$ cat config.mk
export PLATFORM = sky130hd
export DESIGN_NAME = page_load_ctrl
export DESIGN_NICKNAME = d
export VERILOG_FILES = /design/src/rtl/page_load_ctrl.sv
export SDC_FILE = /design/constraint.sdc
export NUM_CORES = 1
export LEC_CHECK = 0
export BUFFER_PORTS_ARGS = -buffer_cell sky130_fd_sc_hd__buf_2
export CORE_MARGIN = 2
export CORE_UTILIZATION = 45
export DETAILED_ROUTE_END_ITERATION = 6
export GPL_ROUTABILITY_DRIVEN = 0
export PLACE_DENSITY_LB_ADDON = 0.25
export RECOVER_POWER = 25
export SLEW_MARGIN = 0
export SYNTH_ARGS = -nofsm -noshare
export SYNTH_HDL_FRONTEND = slang
export SYNTH_SLANG_ARGS = --single-unit
$ cat constraint.sdc
create_clock -name clk -period 3.2 [get_ports clk]
set_input_delay 0.48 -clock clk [delete_from_list [all_inputs] [get_ports clk]]
set_output_delay 0.48 -clock clk [all_outputs]
set_load 0.05 [all_outputs]
$ cat src/rtl/page_load_ctrl.sv
module page_load_ctrl #(
  parameter int ADDR_W       = 15,
  parameter int DATA_W       = 8,
  parameter int PAGE_BITS    = 6,
  parameter int LOAD_TIMEOUT = 15000,
  parameter int WRITE_CYCLES = 1000000
) (
  input  logic              clk,
  input  logic              rst_n,
  input  logic              ce_n,
  input  logic              oe_n,
  input  logic              we_n,
  input  logic [ADDR_W-1:0] addr,
  input  logic [DATA_W-1:0] din,
  output logic              busy,
  output logic              arr_we,
  output logic [ADDR_W-1:0] arr_addr,
  output logic [DATA_W-1:0] arr_data
);
  localparam int PAGE_SZ = 1 << PAGE_BITS;
  localparam int PG_W    = ADDR_W - PAGE_BITS;
  localparam int TMAX    = (LOAD_TIMEOUT > WRITE_CYCLES) ? LOAD_TIMEOUT : WRITE_CYCLES;
  localparam int TW      = $clog2(TMAX + 1);

  typedef enum logic [1:0] {S_IDLE, S_LOAD, S_PROG} st_t;

  st_t                 st;
  logic                strb_q, armed;
  logic [ADDR_W-1:0]   alat;
  logic [PG_W-1:0]     page_q;
  logic [PAGE_SZ-1:0]  valid;
  logic [DATA_W-1:0]   pbuf [PAGE_SZ];
  logic [TW-1:0]       tmr;
  logic [PAGE_BITS-1:0] poff;

  wire strb     = !ce_n && !we_n;
  wire start    = strb && !strb_q && oe_n && (st != S_PROG);
  wire same_pg  = alat[ADDR_W-1:PAGE_BITS] == page_q;
  wire accept   = armed && !strb &&
                  ((st == S_IDLE) || ((st == S_LOAD) && same_pg));
  wire [PAGE_BITS-1:0] aoff = alat[PAGE_BITS-1:0];
  wire load_end = (st == S_LOAD) && !accept && (tmr == TW'(LOAD_TIMEOUT - 1));
  wire prog_end = (st == S_PROG) && (tmr == TW'(WRITE_CYCLES - 1));

  assign poff     = tmr[PAGE_BITS-1:0];
  assign busy     = (st != S_IDLE);
  assign arr_we   = (st == S_PROG) && (tmr < TW'(PAGE_SZ)) && valid[poff];
  assign arr_addr = {page_q, poff};
  assign arr_data = pbuf[poff];

  always_ff @(posedge clk or negedge rst_n) begin
    if (!rst_n) begin
      strb_q <= 1'b0;
      armed  <= 1'b0;
      alat   <= '0;
    end else begin
      strb_q <= strb;
      if (start) begin
        armed <= 1'b1;
        alat  <= addr;
      end else if (!strb || !oe_n) begin
        armed <= 1'b0;
      end
    end
  end

  always_ff @(posedge clk or negedge rst_n) begin
    if (!rst_n) begin
      st     <= S_IDLE;
      tmr    <= '0;
      page_q <= '0;
      valid  <= '0;
    end else begin
      if (accept) begin
        valid[aoff] <= 1'b1;
        tmr         <= '0;
        st          <= S_LOAD;
        if (st == S_IDLE) page_q <= alat[ADDR_W-1:PAGE_BITS];
      end else if (load_end) begin
        st  <= S_PROG;
        tmr <= '0;
      end else if (prog_end) begin
        st    <= S_IDLE;
        tmr   <= '0;
        valid <= '0;
      end else if (st != S_IDLE) begin
        tmr <= tmr + 1'b1;
      end
    end
  end

  always_ff @(posedge clk) begin
    if (accept) pbuf[aoff] <= din;
  end

  p_busy_after_accept_r7: assert property (@(posedge clk) disable iff (!rst_n)
    accept |=> busy);

  p_idle_no_write_r5: assert property (@(posedge clk) disable iff (!rst_n)
    !busy |-> !arr_we);

  p_offsets_ascend_r5: assert property (@(posedge clk) disable iff (!rst_n)
    (arr_we && $past(arr_we)) |-> (arr_addr[PAGE_BITS-1:0] > $past(arr_addr[PAGE_BITS-1:0])));

  p_page_hold_r8: assert property (@(posedge clk) disable iff (!rst_n)
    (busy && $past(busy)) |-> $stable(page_q));

  p_mask_clear_r10: assert property (@(posedge clk) disable iff (!rst_n)
    $fell(busy) |-> (valid == '0));

  p_no_load_in_prog_r9: assert property (@(posedge clk) disable iff (!rst_n)
    (st == S_PROG) |=> (st != S_LOAD));

  p_prog_bound_r7: assert property (@(posedge clk) disable iff (!rst_n)
    (st == S_PROG) |-> (tmr < TW'(WRITE_CYCLES)));
endmodule

==> flow_summary.rst <==
.. list-table::
   :header-rows: 1

   * - Metric
     - Value
   * - Status
     - finished with violations
   * - Failing checks
     - max-capacitance violations, max-slew violations, negative setup slack
   * - Switching pwr
     - 3.17 mW
   * - Core area
     - 55200 sq um
   * - Crit path max fanout
     - 6
   * - Post-place setup slack
     - -82.1 ps
   * - Wire length of the first global-routing pass
     - 91.8 mm
   * - Count of final setup violators
     - 9
   * - Final number of hold-violating endpoints
     - 0
   * - Count of antenna diodes in the layout
     - 0
   * - Total number of placement rows
     - 86
   * - Sw frac
     - 0.196
   * - Int Pwr
     - 13.0 mW
   * - H-tree levels
     - 3
   * - Slew at the pin closest to its max-slew limit
     - 2670 ps
   * - Worst min-delay path class
     - input pin to flop
   * - Synth Register Bits
     - 624
   * - Max-slew violation count
     - 184
   * - Gr ovfl total
     - 0
   * - NumNets Final
     - 1626
   * - Static Leakage
     - 10.5 nW
   * - Count of distinct cell types in the synthesized netlist
     - 66
   * - Antenna violations before repair
     - 2
   * - Ports
     - 53
   * - Kind of end point of the critical path
     - primary output
   * - Synth warnings
     - 0
   * - Number of buffers inserted during clock tree synthesis
     - 66
   * - Most used cells in the layout excluding fill and tap cells
     - edfxtp_1 (512), buf_4 (163), mux4_2 (150)
   * - Maximum number of pins on one net before global-route repair
     - 67
   * - Clock sink count
     - 624
   * - Net count of the mapped netlist
     - 1401
   * - Port bufs
     - 52
   * - Die Span X
     - 240 um
   * - CP Launch Type
     - flop
   * - Vias
     - 13777
   * - Detailed-router iteration count before antenna repair
     - 5
   * - Vias in the first global route
     - 14001
   * - Unrepaired setup endpoints after global routing
     - yes
   * - Crit path kind
     - flop to primary output
   * - Clk pin slew, worst setup/hold paths
     - 60 ps
   * - Worst clock skew on the final layout
     - 31.2 ps
   * - Post-layout min period
     - 3580 ps
   * - Worst IR drop on VDD
     - 0.000358 V
   * - Maximum clock path buffer count
     - 3
   * - Clock Root Buffer
     - clkbuf_16
   * - Via density per instance
     - 5.75
   * - Max-cap check violation count
     - 4
   * - Synth Instances
     - 1372
   * - Mapped Avg Cell Area
     - 18.3 sq um
   * - Remaining DRCs
     - 0
   * - PnR worst setup slack
     - -380 ps
   * - Crit path required time
     - 2720 ps
   * - Floorplan die area
     - 57800 sq um
   * - Worst hold slack
     - 104 ps
   * - Starting density of the core
     - 0.455
   * - Height of the chip
     - 240 um
   * - Clock latency of the later-clocked register in the worst-skew pair
     - 600 ps
   * - Proportion of synthesized flip-flops having asynchronous set or reset
     - 0.179
   * - GRT Util Overall
     - 0.220
   * - Number of synthesized flops with an enable pin
     - 512
   * - Mapped Area
     - 25100 sq um
   * - Routed wirelength normalized by instance count
     - 25.6 um
   * - HPWL after DPL
     - 38.1 mm
   * - Part of the total power dissipated in combinational logic
     - 0.009
   * - Area Overhead vs Synth
     - 19.1%
   * - Antenna-violating nets left
     - 0
   * - Leading register cell type out of synthesis
     - edfxtp_1
   * - Power density over the cells
     - 540 nW/um^2
   * - Most common cell after layout, fill and taps aside
     - edfxtp_1
   * - Highest clock frequency the design can meet
     - 279 MHz
   * - Data arrival time at the worst-slack endpoint
     - 3100 ps
   * - Area of the multi-input gates
     - 6630 sq um
   * - Portion of the clock cycle consumed by the worst path in the final layout
     - 1.12
   * - Fill cell instance count of the final layout
     - 4325
   * - Fraction of final layout cells sized beyond drive strength 1
     - 0.342
   * - Clock tree from TritonCTS
     - built
   * - Normalized max-slew margin
     - -0.782
   * - Final wirelength
     - 61.3 mm
   * - Drt initial violations
     - 1401
   * - Reg power frac
     - 0.545
   * - Post-synthesis sequential area ratio
     - 0.723
   * - Clock Power Share
     - 0.446
   * - Register area
     - 18200 sq um
## final timing paths
path	to	cells past startpoint	slack, ps	startpoint
worst max-delay path	arr_data[2]	8	-380	tmr[0]$_DFFE_PN0P_
worst min-delay path	strb_q$_DFF_PN0_	2	100	we_n
worst max register to register	tmr[18]$_DFFE_PN0P_	10	460	tmr[0]$_DFFE_PN0P_
worst min register to register	valid[31]$_DFFE_PN0P_	2	480	valid[31]$_DFFE_PN0P_
max in group asynchronous	valid[57]$_DFFE_PN0P_	3	1380	rst_n
min in group asynchronous	page_q[6]$_DFFE_PN0P_	2	770	rst_n
## metal layers
metal,GRT usage,share of wire
met5,0,0
met3,0.0498,0.084
met1,0.310,0.42
met2,0.349,0.48
met4,0.0570,0.022
## worst max-delay path: stages, from the launching register on
cell and delay (ps):
dfrtp_4 510, buf_12 160, mux4_2 510, mux4_2 510
nor2b_1 150, a31oi_1 170, buf_4 150, o211ai_1 130
buf_4 240
## state kept, by name, summed over array words and instances (netlist names)
name    flops
alat       15
st          2
tmr        20
pbuf      512
valid      64
armed       1
page_q      9
strb_q      1
## synthesized netlist by cell type, types with 5 or more instances
library cell / number / area share
a31oi_1: 5 / 0.0012
buf_6: 9 / 0.0040
a22oi_1: 10 / 0.0030
nor4_1: 6 / 0.0015
xor2_1: 13 / 0.0045
buf_4: 15 / 0.0045
a21oi_1: 11 / 0.0022
mux4_1: 7 / 0.0073
a211oi_1: 5 / 0.0015
clkbuf_1: 36 / 0.0054
buf_2: 22 / 0.0044
o22ai_1: 7 / 0.0017
mux4_2: 143 / 0.13
xnor2_1: 11 / 0.0038
o21ai_0: 72 / 0.014
edfxtp_1: 512 / 0.61
o211ai_1: 5 / 0.0015
nor2_1: 97 / 0.014
mux2i_1: 27 / 0.011
dfrtp_1: 112 / 0.11
nor2b_1: 9 / 0.0022
buf_1: 6 / 0.00090
nand2b_1: 5 / 0.0012
nand3_1: 16 / 0.0032
mux2_2: 35 / 0.016
nor3_1: 9 / 0.0018
nand4_1: 6 / 0.0015
nand2_1: 97 / 0.014
nand3b_1: 7 / 0.0021
## cells by family (layout without fill, tap and decap cells)
family                     count (synthesis)  in the layout  share of synthesized area
AOI/OAI and AO/OA                        139            139                     0.0338
xor gates and xnor gates                  24             24                    0.00836
adders and majority gates                  1              1                   0.000498
buffers and inverters                     97            372                     0.0221
DFF                                      624            624                      0.723
muxes                                    213            213                      0.163
and+or+nand+nor                          274            274                     0.0494
## repair_timing
item	CTS	global route
buffers inserted	15	13
gates resized for setup	70	25
hold buffers	1	0
pin swaps	9	7
setup endpoints to repair	9	9
gates cloned	4	0
hold endpoints to repair	52	0
## per-stage QoR
stage / util / cells / total power, mW / instance area, sq um / setup TNS (ps)
floorplan: - / 1372 / 8.96 / 25200 / 0
global placement: 0.494 / 2246 / 9.12 / 27300 / -75.4
detailed placement: 0.494 / 2246 / 9.13 / 27300 / -82.1
CTS: 0.540 / 2384 / 16.3 / 29800 / -3160
global route: 0.543 / 2395 / 16.6 / 29900 / -3550
finish: 0.543 / 2395 / 16.2 / 29900 / -2710
## layout make-up
| class | instances | area share |
|---|---|---|
| well taps | 748 | 0.0313 |
| flip-flops and latches | 624 | 0.607 |
| inverters | 5 | 0.000627 |
| repair buffers | 249 | 0.0717 |
| clock inverters | 28 | 0.00631 |
| multi-input cells | 651 | 0.221 |
| clock buffers | 90 | 0.0613 |
## power groups by stage
stage                     logic [mW]  clock network [mW]  registers [mW]
after floorplan             0.000653                   0            8.96
after global placement         0.155                   0            8.96
after detailed placement       0.162                   0            8.96
after CTS                      0.163                7.37            8.79
after global routing           0.173                7.68            8.80
final                          0.153                7.21            8.80
Power figures use the tool's default switching activity.
